`config.mk`:
```
export PLATFORM = sky130hd
export DESIGN_NAME = irq_level_arbiter
export DESIGN_NICKNAME = d
export VERILOG_FILES = /design/src/rtl/irq_arb_pkg.sv /design/src/rtl/irq_level_regs.sv /design/src/rtl/irq_select.sv /design/src/rtl/irq_level_stack.sv /design/src/rtl/irq_level_arbiter.sv
export SDC_FILE = /design/constraint.sdc
export NUM_CORES = 1
export LEC_CHECK = 0
export ABC_AREA = 1
export CAP_MARGIN = 20
export CORE_ASPECT_RATIO = 1.75
export CORE_MARGIN = 5
export CORE_UTILIZATION = 55
export CTS_BUF_LIST = sky130_fd_sc_hd__clkbuf_8
export DETAILED_ROUTE_END_ITERATION = 10
export DONT_BUFFER_PORTS = 1
export PLACE_DENSITY_LB_ADDON = 0.25
export SYNTH_ARGS = -nofsm -noshare
export SYNTH_HDL_FRONTEND = slang
export SYNTH_SLANG_ARGS = --single-unit
```
`constraint.sdc`:
```
create_clock -name clk -period 13.24 [get_ports clk]
set_input_delay 2.648 -clock clk [delete_from_list [all_inputs] [get_ports clk]]
set_output_delay 2.648 -clock clk [all_outputs]
set_load 0.02 [all_outputs]
```
`src/rtl/irq_arb_pkg.sv`:
```
package irq_arb_pkg;

  // Urgency rank: 0 is most urgent, 2 least urgent, 3 means no handler.
  typedef logic [1:0] rank_t;

  localparam rank_t RANK_IDLE = 2'd3;

  function automatic rank_t field_to_rank(input logic [1:0] fld);
    case (fld)
      2'b00, 2'b01: field_to_rank = 2'd0;
      2'b10:        field_to_rank = 2'd1;
      default:      field_to_rank = 2'd2;
    endcase
  endfunction

endpackage

```
`src/rtl/irq_level_regs.sv`:
```
module irq_level_regs #(
  parameter int unsigned N_IRQ  = 12,
  parameter int unsigned REG_W  = 8,
  parameter int unsigned NREG   = 3,
  parameter int unsigned ADDR_W = 2
) (
  input  logic                 clk,
  input  logic                 rst_n,
  input  logic                 wen_i,
  input  logic [ADDR_W-1:0]    waddr_i,
  input  logic [REG_W-1:0]     wdata_i,
  output logic [2*N_IRQ-1:0]   levels_o
);

  logic [NREG-1:0][REG_W-1:0] bank_q;
  logic [NREG*REG_W-1:0]      flat;
  logic                       hit;

  assign hit  = wen_i && ({1'b0, waddr_i} < (ADDR_W+1)'(NREG));
  assign flat = bank_q;
  assign levels_o = flat[2*N_IRQ-1:0];

  always_ff @(posedge clk or negedge rst_n) begin
    if (!rst_n) begin
      bank_q <= '1;
    end else if (hit) begin
      bank_q[waddr_i] <= wdata_i;
    end
  end

  // without an in-range write the level bank keeps its contents.
  assert_bank_hold_R1: assert property (@(posedge clk) disable iff (!rst_n)
    !(wen_i && ({1'b0, waddr_i} < (ADDR_W+1)'(NREG))) |=> $stable(levels_o));

endmodule

```
`src/rtl/irq_select.sv`:
```
module irq_select
  import irq_arb_pkg::*;
#(
  parameter int unsigned N_IRQ = 12,
  parameter int unsigned IDX_W = 4
) (
  input  logic [N_IRQ-1:0]   live_i,
  input  logic [2*N_IRQ-1:0] levels_i,
  input  rank_t              cur_rank_i,
  output logic               found_o,
  output logic [IDX_W-1:0]   win_idx_o,
  output rank_t              win_rank_o
);

  rank_t            rank_a [N_IRQ];
  logic [N_IRQ-1:0] elig;

  generate
    for (genvar g = 0; g < N_IRQ; g++) begin : g_line
      assign rank_a[g] = field_to_rank(levels_i[2*g +: 2]);
      assign elig[g]   = live_i[g] && (rank_a[g] < cur_rank_i);
    end
  endgenerate

  // Ascending scan with strict compare keeps the lowest index on a tie.
  always_comb begin
    found_o    = 1'b0;
    win_idx_o  = '0;
    win_rank_o = RANK_IDLE;
    for (int i = 0; i < N_IRQ; i++) begin
      if (elig[i] && (rank_a[i] < win_rank_o)) begin
        found_o    = 1'b1;
        win_idx_o  = IDX_W'(i);
        win_rank_o = rank_a[i];
      end
    end
  end

endmodule

```
`src/rtl/irq_level_stack.sv`:
```
module irq_level_stack
  import irq_arb_pkg::*;
#(
  parameter int unsigned DEPTH = 3
) (
  input  logic  clk,
  input  logic  rst_n,
  input  logic  push_i,
  input  rank_t push_rank_i,
  input  logic  pop_i,
  output rank_t cur_rank_o
);

  localparam int unsigned SP_W = $clog2(DEPTH + 1);

  rank_t           stk_q [DEPTH];
  rank_t           cur_q;
  logic [SP_W-1:0] sp_q;
  logic            can_pop;

  assign can_pop    = pop_i && (sp_q != '0);
  assign cur_rank_o = cur_q;

  always_ff @(posedge clk or negedge rst_n) begin
    if (!rst_n) begin
      cur_q <= RANK_IDLE;
      sp_q  <= '0;
      for (int i = 0; i < DEPTH; i++) stk_q[i] <= RANK_IDLE;
    end else if (can_pop) begin
      cur_q <= stk_q[SP_W'(sp_q - 1'b1)];
      sp_q  <= sp_q - 1'b1;
    end else if (push_i && (sp_q < SP_W'(DEPTH))) begin
      stk_q[sp_q] <= cur_q;
      cur_q       <= push_rank_i;
      sp_q        <= sp_q + 1'b1;
    end
  end

  // only strictly more urgent levels nest, so the stack never overflows.
  assert_no_overflow_R8: assert property (@(posedge clk) disable iff (!rst_n)
    push_i |-> (sp_q < SP_W'(DEPTH)));

  assert_nest_urgent_R8: assert property (@(posedge clk) disable iff (!rst_n)
    (push_i && !pop_i) |-> (push_rank_i < cur_q));

  // a return moves back to a less urgent level.
  assert_return_relax_R10: assert property (@(posedge clk) disable iff (!rst_n)
    can_pop |=> (cur_q > $past(cur_q)));

  // a return with no handler running leaves the level idle.
  assert_idle_return_R10: assert property (@(posedge clk) disable iff (!rst_n)
    (pop_i && sp_q == '0) |=> (cur_q == RANK_IDLE));

endmodule

```
`src/rtl/irq_level_arbiter.sv`:
```
module irq_level_arbiter
  import irq_arb_pkg::*;
#(
  parameter int unsigned N_IRQ     = 12,
  parameter int unsigned REG_W     = 8,
  parameter int unsigned DEPTH     = 3,
  parameter logic [15:0] VEC_BASE  = 16'hFFFA,
  parameter int unsigned VEC_STEP  = 2,
  parameter logic [11:0] USED_MASK = 12'h4FF,
  localparam int unsigned IDX_W    = $clog2(N_IRQ),
  localparam int unsigned FPR      = REG_W / 2,
  localparam int unsigned NREG     = (N_IRQ + FPR - 1) / FPR,
  localparam int unsigned ADDR_W   = (NREG > 1) ? $clog2(NREG) : 1
) (
  input  logic              clk,
  input  logic              rst_n,
  input  logic [N_IRQ-1:0]  irq_req_i,
  input  logic [N_IRQ-1:0]  irq_en_i,
  input  logic              lvl_wen_i,
  input  logic [ADDR_W-1:0] lvl_waddr_i,
  input  logic [REG_W-1:0]  lvl_wdata_i,
  output logic              irq_valid_o,
  input  logic              irq_ack_i,
  output logic [IDX_W-1:0]  irq_idx_o,
  output logic [15:0]       irq_vector_o,
  input  logic              handler_ret_i,
  output logic              wake_o
);

  logic [2*N_IRQ-1:0] levels;
  logic [N_IRQ-1:0]   live;
  rank_t              cur_rank;
  logic               found;
  logic [IDX_W-1:0]   win_idx;
  rank_t              win_rank;
  logic               accept;

  logic               valid_q;
  logic [IDX_W-1:0]   idx_q;
  logic [15:0]        vec_q;
  rank_t              rank_q;
  logic               wake_q;

  assign live   = irq_req_i & irq_en_i & USED_MASK[N_IRQ-1:0];
  assign accept = valid_q && irq_ack_i && !handler_ret_i;

  irq_level_regs #(
    .N_IRQ (N_IRQ),
    .REG_W (REG_W),
    .NREG  (NREG),
    .ADDR_W(ADDR_W)
  ) u_regs (
    .clk     (clk),
    .rst_n   (rst_n),
    .wen_i   (lvl_wen_i),
    .waddr_i (lvl_waddr_i),
    .wdata_i (lvl_wdata_i),
    .levels_o(levels)
  );

  irq_select #(
    .N_IRQ(N_IRQ),
    .IDX_W(IDX_W)
  ) u_select (
    .live_i    (live),
    .levels_i  (levels),
    .cur_rank_i(cur_rank),
    .found_o   (found),
    .win_idx_o (win_idx),
    .win_rank_o(win_rank)
  );

  irq_level_stack #(
    .DEPTH(DEPTH)
  ) u_stack (
    .clk        (clk),
    .rst_n      (rst_n),
    .push_i     (accept),
    .push_rank_i(rank_q),
    .pop_i      (handler_ret_i),
    .cur_rank_o (cur_rank)
  );

  always_ff @(posedge clk or negedge rst_n) begin
    if (!rst_n) begin
      valid_q <= 1'b0;
      idx_q   <= '0;
      vec_q   <= '0;
      rank_q  <= RANK_IDLE;
      wake_q  <= 1'b0;
    end else begin
      wake_q <= found;
      if (accept || !found) begin
        valid_q <= 1'b0;
        idx_q   <= '0;
        vec_q   <= '0;
        rank_q  <= RANK_IDLE;
      end else begin
        valid_q <= 1'b1;
        idx_q   <= win_idx;
        vec_q   <= VEC_BASE - 16'(VEC_STEP) * 16'(win_idx);
        rank_q  <= win_rank;
      end
    end
  end

  assign irq_valid_o  = valid_q;
  assign irq_idx_o    = idx_q;
  assign irq_vector_o = vec_q;
  assign wake_o       = wake_q;

  // Checker copy of the qualified request lines from the previous edge.
  logic [N_IRQ-1:0] live_seen_q;
  always_ff @(posedge clk or negedge rst_n) begin
    if (!rst_n) live_seen_q <= '0;
    else        live_seen_q <= irq_req_i & irq_en_i;
  end

  // an offered index was requested and enabled one edge earlier.
  assert_offer_qualified_R3: assert property (@(posedge clk) disable iff (!rst_n)
    irq_valid_o |-> live_seen_q[irq_idx_o]);

  // a reserved line is never offered.
  assert_no_reserved_R3: assert property (@(posedge clk) disable iff (!rst_n)
    irq_valid_o |-> USED_MASK[irq_idx_o]);

  // an acceptance withdraws the offer for one cycle.
  assert_accept_clears_R9: assert property (@(posedge clk) disable iff (!rst_n)
    (irq_valid_o && irq_ack_i && !handler_ret_i) |=> !irq_valid_o);

  // any offer implies a wake request.
  assert_wake_cover_R11: assert property (@(posedge clk) disable iff (!rst_n)
    irq_valid_o |-> wake_o);

endmodule

```
== After elaboration in Yosys (flattened, before gate mapping) ==
Index checks and enable logic that the tools add are counted.
Word-level totals
  output and inout bits: 22
  bits in read-only memories: 0
  bits in latches: 0
  register bits after elaboration: 58
  memories: 0
  input bits: 39
  memory bits (writable): 0
Operators by class
  bitwise gates (word level): 4
  shifts and indexed selects: 0
  reductions and logical operators: 49
  mux-type cells: 52
  $lt $le $gt $ge: 25
  div/mod/pow operators: 0
  equal/unequal tests: 18
  multipliers: 0
  $add $sub $neg: 3
Operator list (count)
  $mux 2: 19
  $pmux 2 s2: 9
  $lt 2x2->1: 17
  $logic_and 1x1->1: 25
  $bwmux 24: 1
  $eq 2x1->1 const B: 9
  $eq 2x2->1 const B: 9
  $logic_not 2->1: 9
  $reduce_or 2->1: 9
  $demux 8 s2: 1
  $mux 16: 1
  $mux 3: 4
  $and 11x11->11: 1
  $mux 1: 11
  $mux 4: 2
  $mux 8: 1
  $sub 4x6->7 const A: 1
  $bwmux 6: 1
  $ge 3x3->1 const B: 2
  $lt 2x2->1 const B: 3
  $not 2->3: 2
  $bmux 2 s2: 1
  $demux 2 s2: 1
  $reduce_bool 2->1: 2
  other kinds (9): 10

== Depth between registers and ports, before layout ==
Gate-level depths: netlist (run 1).
  depth after elaboration: 34
  mapped depth: 56

== Hierarchy ==
Synthesis (run 1) repeated with hierarchy kept, for this count alone.
Second synthesis, totals
  cells, all modules: 519
  area total of the unflattened synthesis: 3784.9 µm²
By module, submodules not included
  irq_select: cells an instance 260, area each 1463.9 µm², instances 1
  irq_level_regs: cells an instance 108, area each 1127.3 µm², instances 1
  irq_level_stack: cells an instance 82, area each 601.8 µm², instances 1
  irq_level_arbiter: cells an instance 69, area each 591.8 µm², instances 1

== Worst setup path before layout (run 1) ==
OpenSTA, ideal clock, no wires.
  path type: input-to-reg
  start point: in irq_en_i[0]
  end point: reg vec_q[4] (netlist: irq_vector_o[4])
  cell stages on the path: 52
  setup time: 0.117 ns
  required time: 13.123 ns
  arrival time: 11.727 ns
  buffers on the path: 0
  path slack: 1.396 ns
  path through: nand2_1 > nor2_1 > nand2_1 > nor2_1 > ha_1 > nor2_1 > nand3_1 > a21oi_2 > nand2_2 > nand2_1 > o21ai_0 > ha_1 > nor2_1 > nand3_1 > a21oi_1 > nand2_2 > nand2_1 > o21ai_0 > (+16 left out) > a2111oi_0 > nand2_2 > nand2_1 > o21ai_0 > ha_1 > a2111oi_0 > nand2_2 > nand2_1 > o21ai_0 > ha_1 > a2111oi_0 > nand2_4 > nand2_1 > inv_1 > ha_1 > nand3b_1 > nand2_1 > nor2_2
On the way
  longest elaborated chain between the ends: 31
  elaborated cells between the ends (all ways): 48
  classes of those cells: add/sub: 1; order compare: 8; mux: 26; bitwise: 1; reduce/logical: 12
RTL lines
  from (decl): line irq_level_arbiter.sv:18  | input logic [N_IRQ-1:0] irq_en_i,
  $and 11x11->11 (*)
  $logic_and 1x1->1 (*): line irq_select.sv:21  | assign elig[g] = live_i[g] && (rank_a[g] < cur_rank_i);
  $logic_and 1x1->1 (*): line irq_select.sv:31  | if (elig[i] && (rank_a[i] < win_rank_o)) begin
  parallel branches: the longest is 27 deep, another holds $lt 2x2->1
  $mux 16 (*): line irq_level_arbiter.sv:93  | if (accept || !found) begin
  to (signal assigned): line irq_level_arbiter.sv:101  | vec_q <= VEC_BASE - 16'(VEC_STEP) * 16'(win_idx);
  to (decl): line irq_level_arbiter.sv:40  | logic [15:0] vec_q;
Mark *: on every way between the ends.
A chain may end at the register's enable or synchronous reset.

== Worst setup path in the final report (run 1) ==
Same ends and word-level chain as after synthesis.

==> results of run 1 <==
## synth_stat cells, drive strengths merged
master   number
a2111oi       6
a21boi        1
a21oi         4
a22oi         1
a31oi         2
buf          13
clkbuf        2
conb          1
dfrtp        12
dfstp        28
ha           22
inv          53
nand2       112
nand3        25
nand3b        1
nand4         1
nor2         25
o211ai        2
o21ai        41
xor2          1
## area by class of cell
cell class	count	share of cell area, %
Multi-Input combinational cell	245	50.1
Sequential cell	40	36.3
Inverter	53	6.96
Clock buffer	5	2.41
Tap cell	54	2.36
Clock inverter	3	1.62
Timing Repair Buffer	1	0.262
## cell usage in the layout (no fill, tap or decap), types with 2 or more instances in the layout
cell type,instances
nand2_1,82
inv_1,51
o21ai_0,40
dfstp_2,28
nand2_2,24
ha_1,22
nor2_1,21
nand3_1,18
dfrtp_1,11
nand3_2,7
nand2_4,6
clkbuf_8,5
a2111oi_0,4
nor2_2,4
a21oi_1,2
inv_2,2
a31oi_1,2
o211ai_1,2
## routing by layer
metal  global-route usage, %  vias to the layer above  wire length [um]
li1                        -                     1101                 -
met1                    16.9                      981              1920
met2                    32.6                       40              3000
met3                    3.35                        6               214
met4                    5.05                        0                63
met5                       0                        -                 0
## where the power goes
part	internal, mW	total (mW)	leakage, nW	switching (mW)
combinational	0.112	0.300	1.02	0.187
clock	0.0567	0.101	0.0548	0.0438
sequential	0.179	0.250	0.438	0.0709
## repair_timing
| item | CTS | global route |
|---|---|---|
| resized for setup | 0 | 1 |
| setup endpoints to repair | 0 | 1 |
| setup buffers | 0 | 0 |
## stage by stage
step,hold WS (ns),total power [mW]
after floorplan,0.464,0.519
after global placement,0.479,0.544
after detailed placement,0.487,0.553
after CTS,0.499,0.658
after global routing,0.522,0.715
final,0.493,0.650
## path summary, 6_finish.rpt
kind                                  startpoint                  to  slack [ns]  cells after the start
hold reg to reg                 u_stack.stk_q[2]    u_stack.stk_q[2]        0.49                      2
setup / recovery                     irq_en_i[0]     irq_vector_o[4]        1.28                     53
setup reg to reg           u_stack.cur_rank_o[1]     irq_vector_o[4]        2.55                     54
max in group asynchronous                  rst_n  u_regs.levels_o[7]       11.02                      0
min in group asynchronous                  rst_n    irq_vector_o[14]        2.04                      0
hold / removal                  u_stack.stk_q[2]    u_stack.stk_q[2]        0.49                      2
## worst max-delay path, delay by kind of cell
family	cells	cell delay, ns
compound gates	15	4.52
fa+ha+maj	9	1.96
buf+inv	2	0.27
simple gates	27	2.74
## state kept, by name (all words and copies together) (netlist names)
name	count
irq_idx_o	4
irq_vector_o	5
rank_q	2
u_regs.levels_o	18
u_stack.cur_rank_o	2
u_stack.sp_q	2
u_stack.stk_q	6
wake_o	1
## kinds of logic after synthesis
family	count (synthesis)
simple gates	164
buf+inv	68
compound gates	57
flops	40
fa+ha+maj	22
xor+xnor	1
other cells	1
==> qor.txt, run 1 <==
status: complete, no violations
syn_area_per_cell: 7.87 sq um
area of the multi-input gates: 1430 sq um
Period Utilization, post-route: 90.3%
Clock Sinks: 40
Synth Area in Compound Gates: 12.3%
initial antenna violation count: 0
syn_nets: 414
Synth Area in Adders: 9.91%
CTS Root Cell: clkbuf_8
LEAKAGE: 1.51 nW
synthesized-area fraction occupied by and/or/nand/nor cells: 28.9%
placer congestion estimate: 0.831
Die Area: 6630 sq um
routed len/inst: 13.0 um
Synth area leader: dfstp_2
mux share of post-synthesis cell area: 0%
CP Launch Type: primary input
RSZ-0062 raised after global routing: no
chip height: 104 um
DR vias/cell: 5.31
worst skew pair latency: 0.29 ns
Final Skew: 0.00588 ns
Max Fclk: 83.6 MHz
Slew headroom: 29.7%
dominant combinational cell family by area after synthesis: simple AND/OR/NAND/NOR gates
Max H-tree Level: 2
Yosys reg bits: 40
share of cells above drive strength 1: 24.2%
share of the synthesized area in the top cell type: 26.5%
Die Width: 63.7 um
vias in the first global route: 2134
Final WS setup: 1.28 ns
Total Routing Usage GR: 16.7%
# fillers: 452
Fin Setup TNS: 0 ns
post-route insts no fill: 401
clk buf depth: 2
HPWL Detailed: 4.23 mm
Crit path largest cell delay: 0.65 ns
placed insts: 393
Pwr Density: 227 nW/um^2
Min Clock Period, post-route: 11.96 ns
port bufs: 0
Cell Rows: 34
DP Worst Slack: 0.983 ns
final net count: 407
clk slew on worst S/H paths: 0.08 ns
gr ovfl total: 0
XOR/XNOR Fraction of Synth Area: 0.315%
drt total wl: 5.20 mm
initial DRC count: 55
CTS tree: built
Placed Area: 2740 sq um
worst vdd ir: 0.206 mV
first-pass GRT wire length: 9.09 mm
Post-Syn Instances: 353
Slowest cell on crit path: a2111oi_1
max-capacitance violation count: 0
Placeable Area: 4930 sq um
Vias: 2128
Post-Syn Area: 2780 sq um
Final Cell Area: 2860 sq um
DR DRC count: 0
largest net degree at the start of global routing: 41
DRT Pass-1 Iters: 4
hold buffers post-CTS: 0
core utilization of the finished layout: 58.0%
Worst EP required: 13.43 ns
worst-path maximum fanout: 10
Crit path top cell by count: nand2_1
fin. max-slew vios: 0
sequential share of the synthesized area: 37.3%
worst min path class: reg2reg
top post-synthesis cells by area: dfstp_2 26%, nand2_1 11%, dfrtp_1 11%
Final Hold Vio Count: 0
yosys warns: 0
Critical Path End Type: register
area delta synth->final: 3.02%
CTS Buf Count: 5
Final setup viols: 0
CP Class: in2reg
total I/O pin count: 61
Register Area: 1040 sq um
initial core utilization: 56.3%
Antenna Cells: 0
post-route ant nets: 0
post-synth cell types: 30
Worst EP arrival: 12.14 ns
Least-Margin Pin Slew: 1.06 ns
No activity file was read; power rests on OpenSTA's default activity.
==> inputs of run 2 (changes only) <==
--- a/config.mk
+++ b/config.mk
@@ -5,7 +5,6 @@
 export SDC_FILE = /design/constraint.sdc
 export NUM_CORES = 1
 export LEC_CHECK = 0
-export ABC_AREA = 1
 export CAP_MARGIN = 20
 export CORE_ASPECT_RATIO = 1.75
 export CORE_MARGIN = 5
==> run 2 against run 1 <==
Compared with the run above:
- fmax is 4.3% lower
- global-route usage is 1.3 points higher
- area after synthesis is 2.8% higher
- via count is 0.94% lower
- sequential share of layout area is 2.2 points lower
- largest cell class unchanged
- die area is 2.5% higher
==> qor.txt, run 2 <==
Period Utilization, post-route: 94.4% (+4.1 points)
CTS Buf Count: 5 (unchanged)
Synth Area in Adders: 9.64% (-0.27 points)
worst vdd ir: 0.101 mV (-51%)
Total Routing Usage GR: 18.0% (+1.3 points)
DR vias/cell: 6.07 (+14%)
yosys warns: 0 (unchanged)
Placeable Area: 5020 sq um (+1.7%)
DRT Pass-1 Iters: 4 (unchanged)
Yosys reg bits: 40 (unchanged)
total I/O pin count: 61 (unchanged)
HPWL Detailed: 4.52 mm (+7.0%)
Psw: 0.310 mW (+2.7%)
top post-synthesis cells by area: dfstp_2 26%, dfrtp_1 11%, ha_1 9.6%
Min Clock Period, post-route: 12.49 ns (+0.537 ns)
most common cell after layout, fill and taps aside: dfstp_2
Worst EP arrival: 12.68 ns (+0.54 ns)
chip height: 105 um (+1.3%)
post-route insts no fill: 347 (-13%)
port bufs: 0 (unchanged)
most frequent cells in the layout: 28 x dfstp_2, 26 x nand2_1, 22 x o21ai_0, 22 x ha_1, 18 x inv_1
Die Area: 6790 sq um (+2.5%)
internal power: 0.393 mW (+13%)
Vias: 2108 (-0.94%)
sequential share of power: 35.3% (-3.2 points)
fraction of registers with async set/reset: 100% (unchanged)
sequential share of the synthesized area: 36.3% (-1.0 points)
Cell Rows: 34 (unchanged)
synthesized-area fraction occupied by and/or/nand/nor cells: 20.6% (-8.4 points)
Final Hold Vio Count: 0 (unchanged)
share of cells above drive strength 1: 29.7% (+5.5 points)
Fin Hold WS: 0.484 ns (-0.00862 ns)
Synth Area in Compound Gates: 16.7% (+4.4 points)
status: complete, no violations
CTS Root Cell: clkbuf_8
CP Class: in2reg
Antenna Cells: 0 (unchanged)
commonest cells in the synthesized netlist: 28 x dfstp_2, 26 x nand2_1, 22 x ha_1, 22 x o21ai_0, 18 x inv_1
EDFF count, synth: 0 (unchanged)
R2R Setup Slk: 1.89 ns (-0.66 ns)
clock power share: 14.1% (-1.4 points)
initial DRC count: 128 (+130%)
largest net degree at the start of global routing: 41 (unchanged)
worst min path class: reg2reg
drt total wl: 5.99 mm (+15%)
share of the synthesized area in the top cell type: 25.8% (-0.73 points)
post-route ant nets: 0 (unchanged)
dominant combinational cell family by area after synthesis: simple AND/OR/NAND/NOR gates
first-pass GRT wire length: 9.61 mm (+5.8%)
LEAKAGE: 1.26 nW (-17%)
clk buf depth: 2 (unchanged)
syn_nets: 354 (-14%)
Crit path largest cell delay: 0.37 ns (-0.28 ns)
Final Skew: 0.00247 ns (-0.00340 ns)
count leader, synth: dfstp_2
Critical Path End Type: register
launch point of the worst path: irq_en_i[0]
max-capacitance violation count: 0 (unchanged)
Slew headroom: 29.8% (+0.14 points)
Max Fclk: 80.0 MHz (-4.3%)
Crit path top cell by count: ha_1
Synth area leader: dfstp_2
Worst EP required: 13.43 ns (about the same)
post-synth cell types: 57 (+90%)
max reg flops: 18 (unchanged)
DR DRC count: 0 (unchanged)
Post-synth top flop: dfstp_2
switching share of total power: 44.1% (-2.4 points)
Max H-tree Level: 2 (unchanged)
routed len/inst: 17.3 um (+33%)
initial antenna violation count: 0 (unchanged)
Reg-to-Reg Start: u_stack.cur_rank_o[1]
syn_area_per_cell: 9.74 sq um (+24%)
initial core utilization: 56.9% (+0.62 points)
hold buffers post-CTS: 0 (unchanged)
Clock Sinks: 40 (unchanged)
CTS tree: built
CP Launch Type: primary input
Worst R2R Path Depth: 53 (-1.9%)
power share of the combinational group: 50.6% (+4.5 points)
Post-Syn Area: 2860 sq um (+2.8%)
placed insts: 338 (-14%)
Least-Margin Pin Slew: 1.05 ns (-0.00203 ns)
area delta synth->final: 6.79%
Final setup viols: 0 (unchanged)
Die Width: 64.5 um (+1.2%)
worst skew pair latency: 0.29 ns (about the same)
worst reg2reg endpoint: irq_vector_o[4]
Post-Syn Instances: 293 (-17%)
final net count: 353 (-13%)
mux share of post-synthesis cell area: 10.0% (+10 points)
worst-path maximum fanout: 6 (-4)
clk slew on worst S/H paths: 0.08 ns (about the same)
fin. max-slew vios: 0 (unchanged)
crit path to: irq_vector_o[4]
Slowest cell on crit path: or3_1
vias in the first global route: 2129 (-0.23%)
XOR/XNOR Fraction of Synth Area: 0.613% (+0.30 points)
Pwr Density: 231 nW/um^2 (+1.5%)
placer congestion estimate: 0.818 (-1.5%)
gr ovfl total: 0 (unchanged)
-- run 2: cell types whose count changed after synthesis, sizes merged, moves of 8 or more --
cell / previous run / this run
nor2: 25 / 17
nand3: 25 / 8
nand2: 112 / 26
inv: 53 / 19
and2: 0 / 9
o21ai: 41 / 23
nor2b: 0 / 11
mux2: 0 / 20
-- run 2: power groups by stage --
stage | clock, mW | sequential [mW] | combinational [mW]
final | 0.0990 | 0.248 | 0.356
after global routing | 0.107 | 0.255 | 0.397
after CTS | 0.103 | 0.249 | 0.337
after detailed placement | 0 | 0.251 | 0.332
after global placement | 0 | 0.249 | 0.328
after floorplan | 0 | 0.216 | 0.320
-- run 2: metal layers --
layer  vias up  wire length, um  global-route usage [%]
met1      1004             2260                    19.2
li1       1033                -                       -
met3        16              355                    4.69
met5         -                0                       0
met2        55             3210                    32.6
met4         0              161                    7.56
-- run 2: stage by stage --
stage / TNS (ns) / utilization (%) / power [mW] / area, sq um / setup slack, ns
floorplan: 0 / - / 0.536 / 2860 / 0.992
global placement: 0 / 57.0 / 0.577 / 2860 / 0.192
detailed placement: 0 / 57.0 / 0.584 / 2860 / 0.0693
CTS: 0 / 59.2 / 0.688 / 2970 / 0.228
global route: -0.0458 / 60.7 / 0.759 / 3050 / -0.0458
finish: 0 / 60.7 / 0.703 / 3050 / 0.747
-- run 2: critical path, delay by kind of cell --
kind            cells  cell delay (ns)
fa+ha+maj           9             1.84
buf+inv             1             0.06
mux                 4             1.11
compound gates     16             3.22
xor+xnor            1             0.12
simple gates       20             3.67
-- run 2: layout make-up --
cell class / instances / area [sq um]
Inverter: 19 / 71.3
Fill cell: 432 / 1970
Clock inverter: 3 / 42.5
Multi-Input combinational cell: 220 / 1720
Clock buffer: 5 / 68.8
Timing Repair Buffer: 6 / 45.0
Tap cell: 54 / 67.6
Sequential cell: 40 / 1040
-- run 2: cells by family after synthesis --
group,after synthesis
flops,40
compound gates,65
fa+ha+maj,22
mux,25
other cells,1
simple gates,105
buf+inv,33
xor+xnor,2
-- run 2: what timing repair did --
item	CTS	global route
setup buffers	0	1
endpoints found under the setup margin	0	12
resized for setup	0	13
-- run 2: how the worst min path moves through the flow --
stage / start / depth (start not counted) / endpoint / slack [ns]
floorplan: u_stack.stk_q[0] / 2 / u_stack.stk_q[0] / 0.46
finish: u_stack.stk_q[0] / 2 / u_stack.stk_q[0] / 0.48
detailed placement: u_stack.stk_q[0] / 2 / u_stack.stk_q[0] / 0.48
global placement: u_stack.stk_q[2] / 2 / u_stack.stk_q[2] / 0.47
CTS: u_stack.stk_q[0] / 2 / u_stack.stk_q[0] / 0.49
global route: u_stack.stk_q[5] / 2 / u_stack.stk_q[5] / 0.52
==> inputs of run 3 (changes only) <==
--- a/config.mk
+++ b/config.mk
@@ -13,6 +13,7 @@
 export DETAILED_ROUTE_END_ITERATION = 10
 export DONT_BUFFER_PORTS = 1
 export PLACE_DENSITY_LB_ADDON = 0.25
+export RECOVER_POWER = 100
 export SYNTH_ARGS = -nofsm -noshare
 export SYNTH_HDL_FRONTEND = slang
 export SYNTH_SLANG_ARGS = --single-unit
==> constraint.sdc (replaced) <==
create_clock -name clk -period 13.24 [get_ports clk]
set_input_delay 1.324 -clock clk [delete_from_list [all_inputs] [get_ports clk]]
set_output_delay 1.324 -clock clk [all_outputs]
set_load 0.02 [all_outputs]
==> run 3 against run 2 <==
Compared with the run above:
- the flow now finishes with violations (max-capacitance violations, max-slew violations)
- global-route usage is 0.096 points higher
- worst hold slack better by 0.0012 ns
- wire length is 4.1% lower
- sequential power hardly changed
- die area stayed put
- critical endpoint unchanged
- non-clock buffer count is 5 lower
- register-to-register slack worse by 0.78 ns
==> qor.txt, run 3 (synthesis gave the netlist of run 2 again) <==
Pwr Density: 228 nW/um^2 (-1.0%)
Slew headroom: -28.4% (-58 points)
final net count: 348 (-1.4%)
Slowest cell on crit path: dfstp_2
clk slew on worst S/H paths: 0.08 ns (about the same)
# resized after CTS: 0 (unchanged)
first-pass GRT wire length: 9.65 mm (+0.36%)
Worst EP required: 13.42 ns (about the same)
Reg-to-Reg Start: u_stack.cur_rank_o[1]
HPWL Detailed: 4.54 mm (+0.42%)
initial antenna violation count: 0 (unchanged)
failing checks: max-capacitance violations, max-slew violations
worst vdd ir: 0.105 mV (+3.8%)
CP Launch Type: register
grt met2 use: 33.9% (+1.3 points)
hold buffers post-CTS: 0 (unchanged)
DR DRC count: 0 (unchanged)
max reg flops: 18 (unchanged)
port bufs: 0 (unchanged)
area of the multi-input gates: 1630 sq um (-4.9%)
Min Clock Period, post-route: 12.13 ns (-0.364 ns)
Least-Margin Pin Slew: 1.93 ns (+0.873 ns)
clock power share: 14.7% (+0.6 points)
Fin Setup TNS: 0 ns (unchanged)
drt total wl: 5.75 mm (-4.1%)
most frequent cells in the layout: 28 x dfstp_2, 26 x nand2_1, 22 x o21ai_0, 22 x ha_1, 18 x inv_1
CP Class: reg2reg
most common cell after layout, fill and taps aside: dfstp_2
worst min path class: reg2reg
Antenna Cells: 0 (unchanged)
area delta synth->final: 2.37%
Final Skew: 0.00410 ns (+0.00162 ns)
largest net degree at the start of global routing: 41 (unchanged)
routed len/inst: 16.8 um (-2.7%)
initial core utilization: 56.9% (unchanged)
placer congestion estimate: 0.834 (+1.9%)
vias in the first global route: 2124 (-0.23%)
Critical Path End Type: register
internal power: 0.376 mW (-4.4%)
total I/O pin count: 61 (unchanged)
DRT Pass-1 Iters: 4 (unchanged)
LEAKAGE: 1.22 nW (-3.0%)
Placeable Area: 5020 sq um (unchanged)
clk buf depth: 2 (unchanged)
Register Area: 1040 sq um (-0.12%)
Worst EP arrival: 12.31 ns (-0.37 ns)
initial DRC count: 74 (-42%)
CTS Root Cell: clkbuf_8
Die Area: 6790 sq um (unchanged)
chip height: 105 um (unchanged)
gr ovfl total: 0 (unchanged)
post-route ant nets: 0 (unchanged)
Vias: 2059 (-2.3%)
Max Fclk: 82.4 MHz (+3.0%)
worst reg2reg endpoint: irq_vector_o[4]
power share of the combinational group: 48.1% (-2.5 points)
worst skew pair latency: 0.29 ns (about the same)
share of cells above drive strength 1: 23.6% (-6.1 points)
R2R Setup Slk: 1.11 ns (-0.78 ns)
Cell Rows: 34 (unchanged)
Psw: 0.292 mW (-6.0%)
Clock Sinks: 40 (unchanged)
core utilization of the finished layout: 58.2% (-2.5 points)
switching share of total power: 43.7% (-0.40 points)
CTS tree: built
DR vias/cell: 6.02 (-0.90%)
crit path to: irq_vector_o[4]
postcts setup bufs: 0 (unchanged)
max-capacitance violation count: 1 (+1)
CTS Buf Count: 5 (unchanged)
Die Width: 64.5 um (unchanged)
Final Hold Vio Count: 0 (unchanged)
Total Routing Usage GR: 18.1% (+0.096 points)
Max H-tree Level: 2 (unchanged)
GR met1 Demand/Resource: 18.9% (-0.31 points)
sequential share of power: 37.1% (+1.8 points)
GRT Max-Usage Layer: met2
status: finished, violations left
RSZ-0062 raised after global routing: no
launch point of the worst path: u_stack.cur_rank_o[1]
Final setup viols: 0 (unchanged)
# fillers: 460 (+6.5%)
Crit path top cell by count: ha_1
Worst R2R Path Depth: 53 (unchanged)
Crit path largest cell delay: 0.53 ns (+0.16 ns)
fin. max-slew vios: 2 (+2)
worst-path maximum fanout: 12 (+6)
met3 usage: 3.83% (-0.85 points)
Period Utilization, post-route: 91.6% (-2.7 points)
==> run 3: changes by cell type in the layout (fill, tap and decap cells not counted), sizes merged <==
| cell | delta |
|---|---|
| buf | -6 |
| clkbuf | +1 |
==> run 3: how the worst min path moves through the flow <==
stage | cells after the start | slack (ns) | from | endpoint
after CTS | 2 | 0.49 | u_stack.stk_q[1] | u_stack.stk_q[1]
final | 2 | 0.49 | u_stack.stk_q[5] | u_stack.stk_q[5]
after floorplan | 2 | 0.46 | u_stack.stk_q[0] | u_stack.stk_q[0]
after detailed placement | 2 | 0.48 | u_stack.stk_q[1] | u_stack.stk_q[1]
after global routing | 2 | 0.51 | u_stack.stk_q[5] | u_stack.stk_q[5]
after global placement | 2 | 0.47 | u_stack.stk_q[2] | u_stack.stk_q[2]
==> run 3: routing by layer <==
layer / part of all wire [%] / wire, um / up-vias
met5: 0 / 0 / -
met4: 2.6 / 148 / 0
met3: 5.7 / 326 / 13
met2: 54 / 3080 / 54
met1: 38 / 2190 / 969
li1: - / - / 1023
==> run 3: stage by stage <==
| step | area [sq um] | hold slack (ns) | cells | power (mW) | setup WS, ns |
|---|---|---|---|---|---|
| after CTS | 2940 | 0.489 | 342 | 0.684 | 1.07 |
| after global routing | 2920 | 0.508 | 342 | 0.728 | 0.0765 |
| after detailed placement | 2830 | 0.478 | 334 | 0.582 | 1.00 |
| final | 2920 | 0.486 | 342 | 0.667 | 1.11 |
| after global placement | 2830 | 0.467 | 334 | 0.572 | 1.13 |
| after floorplan | 2860 | 0.458 | 293 | 0.536 | 2.32 |
==> run 3: power groups by stage <==
stage	registers [mW]	logic [mW]	clock network, mW
after global routing	0.255	0.366	0.107
after CTS	0.248	0.334	0.102
after floorplan	0.216	0.320	0
final	0.248	0.321	0.0983
after detailed placement	0.251	0.331	0
after global placement	0.249	0.323	0
==> run 3: layout make-up <==
cell class | instances | area share (%)
flip-flops and latches | 40 | 35.4
inverters | 19 | 2.44
clock buffers | 5 | 2.35
multi-input cells | 220 | 55.9
well taps | 54 | 2.31
clock inverters | 3 | 1.46
repair buffers | 1 | 0.128
==> run 3: critical path: cells and delay by family, from the launching register on <==
| kind | cells | cell delay (ns) |
|---|---|---|
| AOI/OAI and AO/OA | 18 | 4.03 |
| xor gates and xnor gates | 1 | 0.12 |
| adders and majority gates | 10 | 2.24 |
| buffers and inverters | 2 | 0.27 |
| DFF | 1 | 0.53 |
| muxes | 4 | 1.23 |
| and+or+nand+nor | 18 | 3.57 |
